`src/rtl/cursor_pkg.sv`:
```
package cursor_pkg;
  localparam int CUR_DIM      = 32;
  localparam int CUR_LOG      = $clog2(CUR_DIM);
  localparam int CODE_W       = 2;
  localparam int PIX_PER_BYTE = 8 / CODE_W;
  localparam int SUB_W        = $clog2(PIX_PER_BYTE);
  localparam int CUR_BYTES    = CUR_DIM * CUR_DIM / PIX_PER_BYTE;
  localparam int BM_AW        = $clog2(CUR_BYTES);
  localparam int REG_AW       = BM_AW + 1;

  typedef enum logic [3:0] {
    RA_CTRL  = 4'd0,
    RA_INS_X = 4'd1,
    RA_INS_Y = 4'd2,
    RA_HOT_X = 4'd3,
    RA_HOT_Y = 4'd4,
    RA_COL_A = 4'd5,
    RA_COL_B = 4'd6,
    RA_COL_C = 4'd7,
    RA_FIRST = 4'd8
  } reg_sel_e;

  typedef struct packed {
    logic inband_en;
    logic c3_colour;
    logic enable;
  } ctrl_t;

  typedef enum logic [CODE_W-1:0] {
    CODE_CLEAR = 2'd0,
    CODE_A     = 2'd1,
    CODE_B     = 2'd2,
    CODE_X     = 2'd3
  } code_e;
endpackage

```
`src/rtl/cursor_regs.sv`:
```
module cursor_regs
  import cursor_pkg::*;
#(
  parameter int DATA_W  = 24,
  parameter int COORD_W = 12
) (
  input  logic                clk,
  input  logic                rst_n,
  input  logic                reg_we,
  input  logic [REG_AW-1:0]   reg_addr,
  input  logic [DATA_W-1:0]   reg_wdata,
  output ctrl_t               ctrl,
  output logic [COORD_W-1:0]  ins_x,
  output logic [COORD_W-1:0]  ins_y,
  output logic [CUR_LOG-1:0]  hot_x,
  output logic [CUR_LOG-1:0]  hot_y,
  output logic [DATA_W-1:0]   col_a,
  output logic [DATA_W-1:0]   col_b,
  output logic [DATA_W-1:0]   col_c,
  output logic [COORD_W-1:0]  first_line,
  output logic                bm_we,
  output logic [BM_AW-1:0]    bm_addr,
  output logic [7:0]          bm_data
);
  logic cfg_we;
  assign cfg_we  = reg_we && !reg_addr[REG_AW-1];
  assign bm_we   = reg_we && reg_addr[REG_AW-1];
  assign bm_addr = reg_addr[BM_AW-1:0];
  assign bm_data = reg_wdata[7:0];

  always_ff @(posedge clk) begin
    if (!rst_n) begin
      ctrl       <= '0;
      ins_x      <= '0;
      ins_y      <= '0;
      hot_x      <= '0;
      hot_y      <= '0;
      col_a      <= '0;
      col_b      <= '0;
      col_c      <= '0;
      first_line <= '0;
    end else if (cfg_we) begin
      case (reg_sel_e'(reg_addr[3:0]))
        RA_CTRL:  ctrl       <= ctrl_t'(reg_wdata[2:0]);
        RA_INS_X: ins_x      <= reg_wdata[COORD_W-1:0];
        RA_INS_Y: ins_y      <= reg_wdata[COORD_W-1:0];
        RA_HOT_X: hot_x      <= reg_wdata[CUR_LOG-1:0];
        RA_HOT_Y: hot_y      <= reg_wdata[CUR_LOG-1:0];
        RA_COL_A: col_a      <= reg_wdata;
        RA_COL_B: col_b      <= reg_wdata;
        RA_COL_C: col_c      <= reg_wdata;
        RA_FIRST: first_line <= reg_wdata[COORD_W-1:0];
        default:  ;
      endcase
    end
  end

  AST_CTRL_WRITE: assert property (@(posedge clk) disable iff (!rst_n)
    cfg_we && reg_addr[3:0] == 4'd0 |=> ctrl == $past(reg_wdata[2:0]));
endmodule

```
`src/rtl/cursor_bitmap.sv`:
```
module cursor_bitmap
  import cursor_pkg::*;
(
  input  logic             clk,
  input  logic             rst_n,
  input  logic             a_we,
  input  logic [BM_AW-1:0] a_addr,
  input  logic [7:0]       a_data,
  input  logic             b_we,
  input  logic [BM_AW-1:0] b_addr,
  input  logic [7:0]       b_data,
  input  logic [BM_AW-1:0] rd_addr,
  output logic [7:0]       rd_byte
);
  logic [7:0] mem [CUR_BYTES];
  logic       b_go;

  // register port has priority over in-band upload on a byte clash
  assign b_go = b_we && !(a_we && a_addr == b_addr);

  always_ff @(posedge clk) begin
    if (a_we) mem[a_addr] <= a_data;
    if (b_go) mem[b_addr] <= b_data;
  end

  assign rd_byte = mem[rd_addr];

  AST_REG_BYTE_LANDS: assert property (@(posedge clk) disable iff (!rst_n)
    a_we |=> mem[$past(a_addr)] == $past(a_data));
  AST_INBAND_BYTE_LANDS: assert property (@(posedge clk) disable iff (!rst_n)
    b_we && !a_we |=> mem[$past(b_addr)] == $past(b_data));
endmodule

```
`src/rtl/cursor_locate.sv`:
```
module cursor_locate
  import cursor_pkg::*;
#(
  parameter int COORD_W   = 12,
  parameter int ACT_W     = 640,
  parameter int ACT_H     = 480,
  parameter int LUT_BYTES = 768
) (
  input  logic                clk,
  input  logic                rst_n,
  input  logic                accept,
  input  logic [COORD_W-1:0]  in_x,
  input  logic [COORD_W-1:0]  in_y,
  input  logic [7:0]          in_byte,
  input  ctrl_t               ctrl,
  input  logic [COORD_W-1:0]  ins_x,
  input  logic [COORD_W-1:0]  ins_y,
  input  logic [CUR_LOG-1:0]  hot_x,
  input  logic [CUR_LOG-1:0]  hot_y,
  input  logic [COORD_W-1:0]  first_line,
  output logic [BM_AW-1:0]    rd_addr,
  input  logic [7:0]          rd_byte,
  output logic                hit,
  output logic [CODE_W-1:0]   code,
  output logic                up_we,
  output logic [BM_AW-1:0]    up_addr
);
  localparam int D_W = COORD_W + 2;
  localparam int O_W = COORD_W + 1;

  logic               act_x, act_y, in_box;
  logic [COORD_W-1:0] sy;
  logic [D_W-1:0]     dx, dy;
  logic [2*CUR_LOG-1:0] dot;
  logic [7:0]         shifted;

  assign act_x = {2'b00, in_x} < D_W'(ACT_W);
  assign act_y = (in_y >= first_line) &&
                 ({2'b00, in_y} < {2'b00, first_line} + D_W'(ACT_H));
  assign sy    = in_y - first_line;

  // offset of the pixel from the box corner (insertion - hot spot)
  assign dx = {2'b00, in_x} + D_W'(hot_x) - {2'b00, ins_x};
  assign dy = {2'b00, sy}   + D_W'(hot_y) - {2'b00, ins_y};
  assign in_box = (dx[D_W-1:CUR_LOG] == '0) && (dy[D_W-1:CUR_LOG] == '0);

  assign hit = ctrl.enable && act_x && act_y && in_box;

  assign dot     = {dy[CUR_LOG-1:0], dx[CUR_LOG-1:0]};
  assign rd_addr = dot[2*CUR_LOG-1:SUB_W];
  assign shifted = rd_byte >> {dot[SUB_W-1:0], 1'b0};
  assign code    = shifted[CODE_W-1:0];

  // in-band upload window on the line before the first active line
  logic          up_line, up_col;
  logic [O_W-1:0] off;
  assign up_line = (first_line != '0) && (in_y == first_line - 1'b1);
  assign off     = {1'b0, in_x} - O_W'(LUT_BYTES);
  assign up_col  = ({1'b0, in_x} >= O_W'(LUT_BYTES)) && (off[O_W-1:BM_AW] == '0);
  assign up_we   = accept && ctrl.inband_en && up_line && up_col;
  assign up_addr = off[BM_AW-1:0];

  AST_UPLOAD_NEEDS_ENABLE: assert property (@(posedge clk) disable iff (!rst_n)
    up_we |-> ctrl.inband_en && !act_y);
  AST_HIT_INSIDE_AREA: assert property (@(posedge clk) disable iff (!rst_n)
    hit |-> in_x < COORD_W'(ACT_W) && in_y >= first_line);
endmodule

```
`src/rtl/cursor_mix.sv`:
```
module cursor_mix
  import cursor_pkg::*;
#(
  parameter int DATA_W = 24
) (
  input  logic              clk,
  input  logic              rst_n,
  input  logic              in_valid,
  output logic              in_ready,
  input  logic [DATA_W-1:0] in_data,
  input  logic              hit,
  input  logic [CODE_W-1:0] code,
  input  logic              c3_colour,
  input  logic [DATA_W-1:0] col_a,
  input  logic [DATA_W-1:0] col_b,
  input  logic [DATA_W-1:0] col_c,
  output logic              out_valid,
  input  logic              out_ready,
  output logic [DATA_W-1:0] out_data
);
  logic [DATA_W-1:0] mixed;

  always_comb begin
    mixed = in_data;
    if (hit) begin
      case (code_e'(code))
        CODE_CLEAR: mixed = in_data;
        CODE_A:     mixed = col_a;
        CODE_B:     mixed = col_b;
        CODE_X:     mixed = c3_colour ? col_c : ~in_data;
        default:    mixed = in_data;
      endcase
    end
  end

  assign in_ready = !out_valid || out_ready;

  always_ff @(posedge clk) begin
    if (!rst_n) begin
      out_valid <= 1'b0;
      out_data  <= '0;
    end else if (in_ready) begin
      out_valid <= in_valid;
      if (in_valid) out_data <= mixed;
    end
  end

  AST_STALL_HOLDS: assert property (@(posedge clk) disable iff (!rst_n)
    out_valid && !out_ready |=> out_valid && $stable(out_data));
  AST_ACCEPT_EMITS: assert property (@(posedge clk) disable iff (!rst_n)
    in_valid && in_ready |=> out_valid);
  AST_MISS_PASSES: assert property (@(posedge clk) disable iff (!rst_n)
    in_valid && in_ready && !hit |=> out_data == $past(in_data));
  AST_CLEAR_CODE_PASSES: assert property (@(posedge clk) disable iff (!rst_n)
    in_valid && in_ready && hit && code == 2'd0 |=> out_data == $past(in_data));
endmodule

```
`src/rtl/cursor_overlay.sv`:
```
module cursor_overlay
  import cursor_pkg::*;
#(
  parameter int DATA_W    = 24,
  parameter int COORD_W   = 12,
  parameter int ACT_W     = 640,
  parameter int ACT_H     = 480,
  parameter int LUT_BYTES = 768
) (
  input  logic               clk,
  input  logic               rst_n,
  input  logic               reg_we,
  input  logic [8:0]         reg_addr,
  input  logic [DATA_W-1:0]  reg_wdata,
  input  logic               in_valid,
  output logic               in_ready,
  input  logic [DATA_W-1:0]  in_data,
  input  logic [COORD_W-1:0] in_x,
  input  logic [COORD_W-1:0] in_y,
  output logic               out_valid,
  input  logic               out_ready,
  output logic [DATA_W-1:0]  out_data
);
  ctrl_t               ctrl;
  logic [COORD_W-1:0]  ins_x, ins_y, first_line;
  logic [CUR_LOG-1:0]  hot_x, hot_y;
  logic [DATA_W-1:0]   col_a, col_b, col_c;
  logic                bm_we, up_we, hit;
  logic [BM_AW-1:0]    bm_addr, up_addr, rd_addr;
  logic [7:0]          bm_data, rd_byte;
  logic [CODE_W-1:0]   code;
  logic                accept;

  assign accept = in_valid && in_ready;

  cursor_regs #(.DATA_W(DATA_W), .COORD_W(COORD_W)) u_regs (
    .clk, .rst_n, .reg_we, .reg_addr(reg_addr[REG_AW-1:0]), .reg_wdata,
    .ctrl, .ins_x, .ins_y, .hot_x, .hot_y, .col_a, .col_b, .col_c,
    .first_line, .bm_we, .bm_addr, .bm_data
  );

  cursor_bitmap u_bitmap (
    .clk, .rst_n,
    .a_we(bm_we), .a_addr(bm_addr), .a_data(bm_data),
    .b_we(up_we), .b_addr(up_addr), .b_data(in_data[7:0]),
    .rd_addr, .rd_byte
  );

  cursor_locate #(.COORD_W(COORD_W), .ACT_W(ACT_W), .ACT_H(ACT_H),
                  .LUT_BYTES(LUT_BYTES)) u_locate (
    .clk, .rst_n, .accept, .in_x, .in_y, .in_byte(in_data[7:0]), .ctrl,
    .ins_x, .ins_y, .hot_x, .hot_y, .first_line,
    .rd_addr, .rd_byte, .hit, .code, .up_we, .up_addr
  );

  cursor_mix #(.DATA_W(DATA_W)) u_mix (
    .clk, .rst_n, .in_valid, .in_ready, .in_data, .hit, .code,
    .c3_colour(ctrl.c3_colour), .col_a, .col_b, .col_c,
    .out_valid, .out_ready, .out_data
  );

  AST_DISABLED_PASSES: assert property (@(posedge clk) disable iff (!rst_n)
    accept && !ctrl.enable |=> out_data == $past(in_data));
  AST_READY_RULE: assert property (@(posedge clk) disable iff (!rst_n)
    out_valid && !out_ready |-> !in_ready);
endmodule

```
`config.mk`:
```
export PLATFORM = sky130hd
export DESIGN_NAME = cursor_overlay
export DESIGN_NICKNAME = d
export VERILOG_FILES = /design/src/rtl/cursor_pkg.sv /design/src/rtl/cursor_regs.sv /design/src/rtl/cursor_bitmap.sv /design/src/rtl/cursor_locate.sv /design/src/rtl/cursor_mix.sv /design/src/rtl/cursor_overlay.sv
export SDC_FILE = /design/constraint.sdc
export NUM_CORES = 2
export LEC_CHECK = 0
export BUFFER_PORTS_ARGS = -buffer_cell sky130_fd_sc_hd__buf_2
export CAP_MARGIN = 20
export CORE_ASPECT_RATIO = 1.4
export CORE_MARGIN = 4
export CORE_UTILIZATION = 50
export CTS_CLUSTER_DIAMETER = 30
export CTS_CLUSTER_SIZE = 24
export DETAILED_ROUTE_END_ITERATION = 12
export PLACE_DENSITY = 0.72
export REMOVE_ABC_BUFFERS = 1
export SYNTH_ARGS = -nofsm -noshare
export SYNTH_HDL_FRONTEND = slang
export SYNTH_HIERARCHICAL = 1
export SYNTH_SLANG_ARGS = --single-unit
```
`constraint.sdc`:
```
create_clock -name clk -period 12.5 [get_ports clk]
set_input_delay 1.25 -clock clk [delete_from_list [all_inputs] [get_ports clk]]
set_output_delay 1.25 -clock clk [all_outputs]
set_load 0.01 [all_outputs]
```
==> key figures <==
Status
  – Status: complete, no violations

Logic synthesis
  – EDFF count, synth: 2,048
  – Netlist Area Pre-Place: 120,900 sq um
  – Synth Area in Adders: 0.7495%
  – Post-synthesis compound-gate area fraction: 4.966%
  – Ys flop type: edfxtp_1
  – Yosys warnings: 6
  – Netlist cell types: 91
  – Largest family of logic cells by synthesized area: multiplexers
  – Synthesized area per cell: 15.30 sq um
  – Seq cells post-synth: 2,194
  – Mapped Cells: 7,901
  – Simple-Gate Fraction of Synth Area: 5.799%
  – Post-synthesis mux area share: 30.99%
  – Sequential element share of the synthesized area: 53.30%
  – XOR/XNOR Fraction of Synth Area: 0.3623%
  – Ys async rst share: 0%

Route
  – Final WL: 362.7 mm
  – DR WL/cell: 32.12 um
  – Antenna-violating nets left: 0
  – Iteration-0 DRC Markers: 8,440
  – Vias: 74,990
  – DRC: 0
  – Vias per inst: 6.642
  – Pre-antenna DRT Iters: 6

Clock tree
  – Htree depth: 5
  – Skew-Pair Late Insertion Delay: 0.88 ns
  – Buffer count from post-CTS setup fixing: 0
  – Root buffer cell: clkbuf_16
  – TritonCTS clock tree: built
  – Hold-fix buffers, CTS: 0
  – CTS buffer count: 368
  – CTS-repair resized insts: 0
  – Longest Clk Path Bufs: 4
  – Number of clock sinks: 2,194
  – Clock-pin slew on the worst setup and hold paths: 0.05 ns

Critical path
  – Worst R2R Setup Slack: 4.45 ns
  – Endpoint class of the critical path: flip-flop
  – FF-to-FF Start: u_regs/hot_x[2]
  – Worst setup SP type: input pin
  – Critical Path AT: 9.21 ns
  – Crit path max fanout: 42
  – Crit path kind: input pin to flip-flop
  – R2r worst-path depth: 19
  – RR Endpoint: u_mix/out_data[3]
  – Req. time, crit path: 13.31 ns

Global route
  – Global-route wire length before repair: 528.9 mm
  – Number of global-route vias before repair: 76,450
  – Largest net degree at the start of global routing: 156
  – Initial antenna violation count: 20
  – GR Overflow Total: 0
  – GRT Resource Usage Total: 28.32%

Power
  – Max VDD drop: 0.1205 mV
  – Total power: 21,560 uW
  – PD cells: 158.5 nW/um^2
  – Static Leak: 0.04763 uW

Floorplan
  – IO Count: 112
  – Initial core utilization: 50.23%
  – Row count: 213
  – Core area: 240,700 sq um
  – Die area: 249,800 sq um
  – Die height: 589.8 um
  – Chip Width: 423.5 um

Finish
  – Layout area overhead: 12.55%
  – # nets final: 7,894
  – Finished Cell Area: 136,000 sq um
  – Layout cells sized above 1: 41.90%

Min path
  – Hold_sp: u_mix/out_data[2]
  – Worst Hold End: u_mix/out_data[2]
  – Cell count of the worst hold path: 2
  – Hold Crit Class: flip-flop to flip-flop

STA
  – Slew Viols, Final: 0
  – Final worst-path cycle share: 67.23%
  – RSZ-0062 raised after global routing: false
  – Post-layout min period: 8.404 ns
  – Actual slew at the worst max-slew pin: 1.257 ns
  – Fmax: 0.1190 GHz
  – Slew headroom: 15.42%
  – Final Hold Viols: 0
  – Clock Skew: 0.07840 ns
  – # setup viols final: 0

Job
  – Max cap viols: 0

Place
  – Final GP Congestion: 0.9400
  – Area post-placement: 123,100 sq um
  – DP Wirelength: 221.9 mm
  – Port Buffers: 111
==> through the flow <==
step	TNS (ns)	hold WS [ns]	std cells	setup slack [ns]	util, %
after global routing	0	0.4633	11280	3.980	56.51
after floorplan	-913.29	0.4347	7061	-38.05	-
after detailed placement	0	0.4424	10580	3.415	51.16
final	0	0.4572	11290	4.096	56.53
after CTS	0	0.4549	11260	4.292	56.47
after global placement	0	0.4422	10550	3.520	51.06
==> power by group <==
group	switching [uW]	leakage [uW]	internal, uW
sequential	7.33	0.0196	8040
combinational	1900	0.0219	1190
clock	3770	0.00613	6660
==> metal layers <==
| layer | GRT usage [%] | share of wire (%) | up-vias |
|---|---|---|---|
| met4 | 19.36 | 8.1 | 6 |
| met3 | 5.442 | 9.1 | 1181 |
| met1 | 33.59 | 34 | 38350 |
| met5 | 0 | 0.024 | - |
| li1 | - | - | 30900 |
| met2 | 46.78 | 48 | 4560 |
==> cell usage in the layout, fill, tap and decap left out, types with 20 or more instances in the layout <==
master,count
a211oi_1,20
a21oi_1,141
a22oi_1,174
buf_2,121
buf_4,151
bufinv_16,51
clkbuf_1,32
clkbuf_16,378
clkinv_1,32
clkinv_2,39
clkinv_4,29
clkinvlp_4,46
dfxtp_1,146
edfxtp_1,2048
ha_1,58
inv_1,99
inv_6,52
mux2_1,397
mux2_2,1172
mux2_4,483
mux2i_1,301
mux4_2,422
nand2_1,288
nand2_2,53
nand2b_1,29
nand3_1,39
nand3_2,64
nor2_1,69
nor2_2,38
nor2_4,71
nor2_8,98
nor2b_1,46
nor3_1,28
nor4_1,30
o21ai_0,150
o21ai_1,31
o221ai_1,55
o22ai_1,232
xnor2_1,34
==> worst max-delay path, cell delays in order <==
cell and delay, ns:
buf_2 0.20, inv_1 0.09, fa_1 0.54, inv_1 0.04, ha_1 0.40, a21oi_1 0.11
o21bai_1 0.49, xor2_4 0.16, buf_4 0.60, nand2b_2 0.81, o221ai_1 0.68, o22ai_1 0.13
a211oi_1 0.87, nor4_1 0.18, buf_2 0.23, nor4_2 0.28, mux4_2 0.72, and2_1 0.91
a21oi_1 0.18, o21ai_1 0.18
==> worst max-delay path by stage <==
stage	startpoint	to
2_1_floorplan	in_x[1]	u_mix/out_data[0]
3_3_place_gp	in_x[2]	u_mix/out_data[9]
3_5_place_dp	in_x[2]	u_mix/out_data[6]
4_1_cts	in_x[2]	u_mix/out_data[3]
5_1_grt	in_x[2]	u_mix/out_data[7]
6_report	in_x[2]	u_mix/out_data[3]
==> cells in the mapped netlist (141+ instances only) <==
library cell	instances	area, sq um
mux2_4	483	7252
a21oi_1	141	705.7
mux2i_1	301	3013
o21ai_0	151	755.7
mux4_2	422	9504
a22oi_1	174	1306
clkbuf_1	569	2136
edfxtp_1	2048	61500
mux2_1	397	4471
dfxtp_1	146	2923
mux2_2	1172	13200
nand2_1	293	1100
o22ai_1	232	1451
==> state kept, by name, indices dropped and copies added (netlist names) <==
name	flops
u_regs/ins_y	12
u_regs/col_c	24
u_regs/first_line	12
u_regs/ctrl	3
u_regs/col_b	24
u_bitmap/mem	2048
u_regs/ins_x	12
u_mix/out_data	24
u_regs/hot_y	5
u_mix/out_valid	1
u_regs/col_a	24
u_regs/hot_x	5
==> area by class of cell <==
class / instances / area (sq um)
clock buffer: 410 / 9579
clock inverter: 270 / 3203
multi-input combinational: 4767 / 52030
tap: 3225 / 4035
inverter: 100 / 375.4
fill: 18240 / 104600
timing repair buffer: 310 / 2350
sequential: 2194 / 64420
antenna: 15 / 37.54
==> logic make-up after synthesis <==
group,Yosys count
multiplexers,2776
flip-flops,2194
AND/OR/NAND/NOR,948
buffers and inverters,940
AO/OA/AOI/OAI,926
adder cells (fa/ha/maj),67
XOR/XNOR,50
Power figures use the tool's default switching activity.
